[src/rtl/link_resync_pkg.sv]
package link_resync_pkg;

  typedef logic [1:0] ring_state_t;
  typedef logic [15:0] tally_t;

  localparam ring_state_t RING_SEED_STATE = 2'd0;

  // control token kinds carried on the queue
  localparam logic TOK_NORMAL = 1'b0;
  localparam logic TOK_SYNC   = 1'b1;

  // ring-head commands
  localparam logic RCMD_PASS = 1'b0;
  localparam logic RCMD_SEED = 1'b1;

  typedef enum logic [1:0] {
    RX_RUN    = 2'd0,
    RX_FLUSH  = 2'd1,
    RX_SEED   = 2'd2,
    RX_REFILL = 2'd3
  } rx_phase_e;

  // state leaving a ring head for a given command
  function automatic ring_state_t ring_pick(logic seed_cmd, ring_state_t incoming);
    return seed_cmd ? RING_SEED_STATE : incoming;
  endfunction

  // tokens still owed during refill: one fewer per push, one more per accepted word
  function automatic tally_t refill_left(tally_t left, logic pushed, logic taken);
    return left - {15'd0, pushed} + {15'd0, taken};
  endfunction

endpackage

[src/rtl/ring_head_stage.sv]
module ring_head_stage
  import link_resync_pkg::*;
(
  input  logic        cmd_valid,
  input  logic        cmd_seed,
  input  ring_state_t state_in,
  output logic        state_valid,
  output ring_state_t state_out
);

  // no command means no progress: the ring behind this stage stalls
  assign state_valid = cmd_valid;
  assign state_out   = ring_pick(cmd_seed, state_in);

endmodule

[src/rtl/ctl_token_queue.sv]
module ctl_token_queue
  import link_resync_pkg::*;
#(
  parameter int DEPTH = 4
) (
  input  logic clk,
  input  logic rst_n,
  input  logic push,
  input  logic push_kind,
  input  logic pop,
  output logic full,
  output logic empty,
  output logic head_kind
);

  localparam int PW = (DEPTH > 1) ? $clog2(DEPTH) : 1;
  localparam int LW = $clog2(DEPTH + 1);
  localparam logic [LW-1:0] LVL_FULL = LW'(DEPTH);
  localparam logic [PW-1:0] PTR_LAST = PW'(DEPTH - 1);

  logic [DEPTH-1:0] slot;
  logic [PW-1:0]    rd_ptr, wr_ptr;
  logic [LW-1:0]    level;
  logic             do_push, do_pop;

  function automatic logic [PW-1:0] bump(logic [PW-1:0] p);
    return (p == PTR_LAST) ? '0 : p + 1'b1;
  endfunction

  assign full      = (level == LVL_FULL);
  assign empty     = (level == '0);
  assign head_kind = slot[rd_ptr];
  assign do_push   = push && !full;
  assign do_pop    = pop && !empty;

  always_ff @(posedge clk) begin
    if (!rst_n) begin
      slot   <= '0;          // every slot a normal token
      rd_ptr <= '0;
      wr_ptr <= '0;
      level  <= LVL_FULL;    // queue starts full of credits
    end else begin
      if (do_push) begin
        slot[wr_ptr] <= push_kind;
        wr_ptr       <= bump(wr_ptr);
      end
      if (do_pop) rd_ptr <= bump(rd_ptr);
      level <= level + LW'(do_push) - LW'(do_pop);
    end
  end

endmodule

[src/rtl/rx_resync_fsm.sv]
module rx_resync_fsm
  import link_resync_pkg::*;
#(
  parameter int DEPTH = 4
) (
  input  logic      clk,
  input  logic      rst_n,
  input  logic      word_valid,
  input  logic      word_err,
  input  logic      q_full,
  output logic      dec_valid,
  output logic      ring_cmd_valid,
  output logic      ring_cmd_seed,
  output logic      tok_push,
  output logic      tok_kind,
  output rx_phase_e phase
);

  localparam int RW = $clog2(2 * DEPTH + 2);
  localparam logic [RW-1:0] CNT_DEPTH = RW'(DEPTH);
  localparam logic [RW-1:0] CNT_ONE   = RW'(1);

  rx_phase_e      phase_n;
  logic [RW-1:0]  cnt, cnt_n;
  logic           take;

  always_comb begin
    phase_n        = phase;
    cnt_n          = cnt;
    dec_valid      = 1'b0;
    ring_cmd_valid = 1'b0;
    ring_cmd_seed  = RCMD_PASS;
    tok_push       = 1'b0;
    tok_kind       = TOK_NORMAL;
    take           = 1'b0;
    case (phase)
      RX_RUN: begin
        if (word_valid) begin
          if (word_err) begin
            phase_n = RX_FLUSH;       // hold the ring, start flushing
            cnt_n   = CNT_DEPTH;
          end else begin
            dec_valid      = 1'b1;
            ring_cmd_valid = 1'b1;
            tok_push       = 1'b1;    // credit for the next word
          end
        end
      end
      RX_FLUSH: begin
        tok_push = !q_full;
        tok_kind = TOK_SYNC;
        if (tok_push) begin
          cnt_n = cnt - 1'b1;
          if (cnt == CNT_ONE) phase_n = RX_SEED;
        end
      end
      RX_SEED: begin
        ring_cmd_valid = 1'b1;
        ring_cmd_seed  = RCMD_SEED;
        phase_n        = RX_REFILL;
        cnt_n          = CNT_DEPTH;
      end
      RX_REFILL: begin
        take           = word_valid && !word_err;
        dec_valid      = take;
        ring_cmd_valid = take;
        tok_push       = !q_full;
        cnt_n          = RW'(refill_left(16'(cnt), tok_push, take));
        if (cnt_n == '0) phase_n = RX_RUN;
      end
      default: phase_n = RX_RUN;
    endcase
  end

  always_ff @(posedge clk) begin
    if (!rst_n) begin
      phase <= RX_RUN;
      cnt   <= '0;
    end else begin
      phase <= phase_n;
      cnt   <= cnt_n;
    end
  end

endmodule

[src/rtl/tx_resync_ctl.sv]
module tx_resync_ctl
  import link_resync_pkg::*;
(
  input  logic clk,
  input  logic rst_n,
  input  logic send_ready,
  input  logic q_empty,
  input  logic q_head,
  output logic pop,
  output logic word_go,
  output logic ring_cmd_seed,
  output logic seed_flag
);

  // sync tokens drain without waiting for the transmit core
  assign pop           = !q_empty && (q_head == TOK_SYNC || send_ready);
  assign word_go       = pop && (q_head == TOK_NORMAL);
  assign ring_cmd_seed = seed_flag ? RCMD_SEED : RCMD_PASS;

  always_ff @(posedge clk) begin
    if (!rst_n) begin
      seed_flag <= 1'b0;
    end else if (pop) begin
      seed_flag <= (q_head == TOK_SYNC);
    end
  end

endmodule

[src/rtl/link_resync_ctrl.sv]
module link_resync_ctrl
  import link_resync_pkg::*;
#(
  parameter int QDEPTH = 4,
  parameter int WORD_W = 8
) (
  input  logic              clk,
  input  logic              rst_n,
  input  logic              rx_word_valid,
  input  logic              rx_word_err,
  input  logic [WORD_W-1:0] rx_word_data,
  input  logic [1:0]        rx_ring_in,
  input  logic              tx_send_ready,
  input  logic [1:0]        tx_ring_in,
  output logic              rx_dec_valid,
  output logic [WORD_W-1:0] rx_dec_data,
  output logic              rx_ring_out_valid,
  output logic [1:0]        rx_ring_out,
  output logic              tx_word_go,
  output logic              tx_ring_out_valid,
  output logic [1:0]        tx_ring_out
);

  // internal events, named for the checker
  logic      q_push, q_push_kind, q_pop, q_full, q_empty, q_head;
  logic      rx_cmd_valid, rx_cmd_seed, tx_cmd_seed, tx_seed_flag;
  rx_phase_e rx_phase;

  assign rx_dec_data = rx_word_data;

  ctl_token_queue #(.DEPTH(QDEPTH)) u_queue (
    .clk       (clk),
    .rst_n     (rst_n),
    .push      (q_push),
    .push_kind (q_push_kind),
    .pop       (q_pop),
    .full      (q_full),
    .empty     (q_empty),
    .head_kind (q_head)
  );

  rx_resync_fsm #(.DEPTH(QDEPTH)) u_rx (
    .clk            (clk),
    .rst_n          (rst_n),
    .word_valid     (rx_word_valid),
    .word_err       (rx_word_err),
    .q_full         (q_full),
    .dec_valid      (rx_dec_valid),
    .ring_cmd_valid (rx_cmd_valid),
    .ring_cmd_seed  (rx_cmd_seed),
    .tok_push       (q_push),
    .tok_kind       (q_push_kind),
    .phase          (rx_phase)
  );

  tx_resync_ctl u_tx (
    .clk           (clk),
    .rst_n         (rst_n),
    .send_ready    (tx_send_ready),
    .q_empty       (q_empty),
    .q_head        (q_head),
    .pop           (q_pop),
    .word_go       (tx_word_go),
    .ring_cmd_seed (tx_cmd_seed),
    .seed_flag     (tx_seed_flag)
  );

  ring_head_stage u_rx_head (
    .cmd_valid   (rx_cmd_valid),
    .cmd_seed    (rx_cmd_seed),
    .state_in    (rx_ring_in),
    .state_valid (rx_ring_out_valid),
    .state_out   (rx_ring_out)
  );

  ring_head_stage u_tx_head (
    .cmd_valid   (tx_word_go),
    .cmd_seed    (tx_cmd_seed),
    .state_in    (tx_ring_in),
    .state_valid (tx_ring_out_valid),
    .state_out   (tx_ring_out)
  );

endmodule

[config.mk]
export PLATFORM = sky130hd
export DESIGN_NAME = link_resync_ctrl
export DESIGN_NICKNAME = d
export VERILOG_FILES = /design/src/rtl/link_resync_pkg.sv /design/src/rtl/ring_head_stage.sv /design/src/rtl/ctl_token_queue.sv /design/src/rtl/rx_resync_fsm.sv /design/src/rtl/tx_resync_ctl.sv /design/src/rtl/link_resync_ctrl.sv
export SDC_FILE = /design/constraint.sdc
export NUM_CORES = 1
export LEC_CHECK = 0
export BUFFER_PORTS_ARGS = -buffer_cell sky130_fd_sc_hd__buf_2
export CAP_MARGIN = 40
export CORE_MARGIN = 5
export CORE_UTILIZATION = 57
export CTS_CLUSTER_SIZE = 8
export DETAILED_ROUTE_END_ITERATION = 12
export GPL_TIMING_DRIVEN = 0
export PLACE_DENSITY = 0.86
export SYNTH_ARGS = -nofsm -noshare
export SYNTH_HDL_FRONTEND = slang
export SYNTH_SLANG_ARGS = --single-unit
[constraint.sdc]
create_clock -name clk -period 6.2 [get_ports clk]
set_input_delay 0 -clock clk [delete_from_list [all_inputs] [get_ports clk]]
set_output_delay 0 -clock clk [all_outputs]
set_load 0.05 [all_outputs]
==> run_results.csv <==
group,metric,value,unit
status,status,"completed",
setup_path,critPathTopFamily,"adder cells",
route,routed_wl,2990,um
route,via_count,1216,
job,drv_cap,0,
timing,slew_headroom,64.7,%
setup_path,critPathRequiredTime,6.43,ns
clock_tree,cts_sinks,18,
timing,hold_slack,0.0127,ns
synth,yosysTopAreaCell,"dfxtp_1",
grt,grt_pass1_vias,1146,
setup_path,crit_buf_inv,2,
final_layout,antennaDiodeCount,0,
synth,ys_ff_latch,18,
timing,setup_viol,0,
timing,hold_violations,0,
final_layout,fin_area,1610,um2
grt,grt_usage,18.2,%
timing,max_freq,324,MHz
setup_path,critPathArrivalTime,3.31,ns
placement,port_buffers,24,
clock_tree,post-cts-setup-buffer-count,0,
clock_tree,cts_tree,"built",
clock_tree,numCtsBuffers,3,
floorplan,die_w,59.9,um
setup_path,critPathMaxFanout,4,
synth,synth_cell_types,38,
power_and_ir_drop,power,769,uW
clock_tree,cts_max_path_buffers,2,
floorplan,die_area,3590,um2
setup_path,crit_type,"flip-flop to flip-flop",
setup_path,cp-start-kind,"flip-flop",
synth,synth_top_cell_area_share,25.4,%
timing,rsz0062_at_grt,"false",
setup_path,worstSetupEndpointType,"flip-flop",
synth,syn_nets,205,
synth,synth_async_sr_flop_share,0,%
floorplan,initial_core_util,58.3,%
synth,synth_flop_cell,"dfxtp_1",
timing,final_max_slew_viol_count,0,
floorplan,rows,18,
clock_tree,post_cts_resized,0,
timing,fin_worst_skew,0.00338,ns
route,drt_iter0_drc,46,
route,route.detailed.drc,0,
setup_path,cp_slowest_stage_delay,0.46,ns
setup_path,path_cells,"nor3b_2, inv_1, ha_1, inv_1, ha_1, fa_1, xnor2_1, o31a_1, a2111oi_4, mux2i_1",
route,via_per_inst,5.48,
synth,ys_top_cells_by_area,"dfxtp_1 (25%), ha_1 (19%), buf_4 (5.3%), nand2_1 (5.3%), inv_1 (4.5%)",
setup_path,cpMaxStageDelayCell,"nor3b_2",
clock_tree,root_buffer,"clkbuf_4",
power_and_ir_drop,irDropWorstVdd,354,uV
route,antenna_left,0,
final_layout,area_growth,13.7,%
grt,antenna_found_initial,0,
synth,yosysMostFrequentCell,"ha_1",
synth,synth_common_cells,"ha_1 (22), nand2_1 (20), dfxtp_1 (18), inv_1 (17), buf_4 (10)",
synth,ys_seq_area_share,25.4,%
clock_tree,ctsHoldBuffers,0,
floorplan,ios,33,
grt,overflow,0,
route,wire_per_inst,13.5,um
placement,postPlaceCellArea,1580,um2
placement,gp_congestion,0.901,
synth,syn_area_per_cell,8.65,um2
route,drtPass1Iterations,4,
floorplan,core-area,2430,um2
final_layout,drive_above_1_share,24.5,%
placement,hpwl,2350,um
power_and_ir_drop,leakagePower,0.000732,uW
timing,timing.setup.tns,0,ns
timing,period_share,49.7,%
synth,syn_inst,164,
timing,period_needed,3.08,ns
clock_tree,h-tree-depth,1,
timing,tightestPinTransition,0.525,ns
floorplan,die_height,59.9,um
clock_tree,path_clk_slew,0.11,ns
synth,synth_warnings,0,
final_layout,fin_nets,234,
clock_tree,insertion_delay,0.30,ns
power_and_ir_drop,powerDensity,477,nW/um2
grt,grt_max_degree,11,
synth,synthesis.area,1420,um2
worst_hold_path,min_path_type,"primary input to flip-flop",
synth,synth_edf_count,0,
grt,grt_pass1_wl,4930,um
## logic make-up after synthesis
logic type | count (synthesis) | synth area share, %
AND/OR/NAND/NOR | 54 | 19.3
adder cells (fa/ha/maj) | 24 | 22.2
multiplexers | 4 | 3.70
flip-flops | 18 | 25.4
XOR/XNOR | 3 | 1.85
buffers and inverters | 30 | 10.7
AO/OA/AOI/OAI | 31 | 16.8
## layout make-up
class	count	area [um2]
multi-input combinational	116	907
buffer	13	87.6
sequential	18	360
inverter	17	63.8
timing repair buffer	24	120
clock buffer	4	36.3
tap	30	37.5
fill	207	820
## where the power goes
part           switching [uW]  internal [uW]
sequential               32.8            150
combinational             311            200
clock                    39.3           35.8
total                     383            386
## layout by cell type (no fill, tap or decap), types with 2 or more instances in the layout
master	instances
buf_2	25
and2_1	2
a21boi_0	5
dfxtp_1	18
a22oi_1	2
nor3_1	2
xnor2_1	3
inv_1	17
o21ai_0	6
a21oi_1	6
nor2_1	6
nand2_1	20
nand3_1	7
ha_1	22
fa_1	2
clkbuf_1	2
clkbuf_4	3
o211a_1	2
buf_4	10
and3_1	2
mux2i_1	3
nor2b_1	9
## state kept, by name, summed over array words and instances, names as in the netlist
signal          count
u_rx.cnt            4
u_queue.level       3
u_queue.slot        4
u_rx.phase          2
u_queue.rd_ptr      2
u_tx.seed_flag      1
u_queue.wr_ptr      2
## path summary, 6_finish.rpt
path                                                    from  cells past startpoint                            to  slack, ns
worst max register to register   u_queue.level[1]$_SDFF_PN0_                     10    u_rx.phase[0]$_SDFFE_PN0P_       3.12
worst min-delay path                                   rst_n                      3   u_tx.seed_flag$_SDFFE_PN0P_       0.01
worst max-delay path             u_queue.level[1]$_SDFF_PN0_                     10    u_rx.phase[0]$_SDFFE_PN0P_       3.12
worst min register to register  u_queue.slot[1]$_SDFFE_PN0P_                      2  u_queue.slot[1]$_SDFFE_PN0P_       0.48
## metrics by stage
stage	instances	setup slack [ns]	utilization, %
2_1_floorplan	164	3.57	-
3_3_place_gp	218	3.35	64.8
3_5_place_dp	218	3.21	64.8
4_1_cts	222	3.15	66.3
5_1_grt	222	2.99	66.3
6_report	222	3.12	66.3
## per-layer routing
layer	up-vias	track usage (%)	wire length (um)
met5	-	0	0
met4	0	8.23	37
met3	6	3.67	190
met2	50	32.1	1500
met1	551	20.8	1270
li1	609	-	-
## worst register-to-register path: stages (launching register included)
cell	delay [ns]
dfxtp_1	0.37
nor3b_2	0.46
inv_1	0.15
ha_1	0.30
inv_1	0.04
ha_1	0.22
fa_1	0.40
xnor2_1	0.17
o31a_1	0.28
a2111oi_4	0.40
mux2i_1	0.23
No activity file was read; power rests on OpenSTA's default activity.
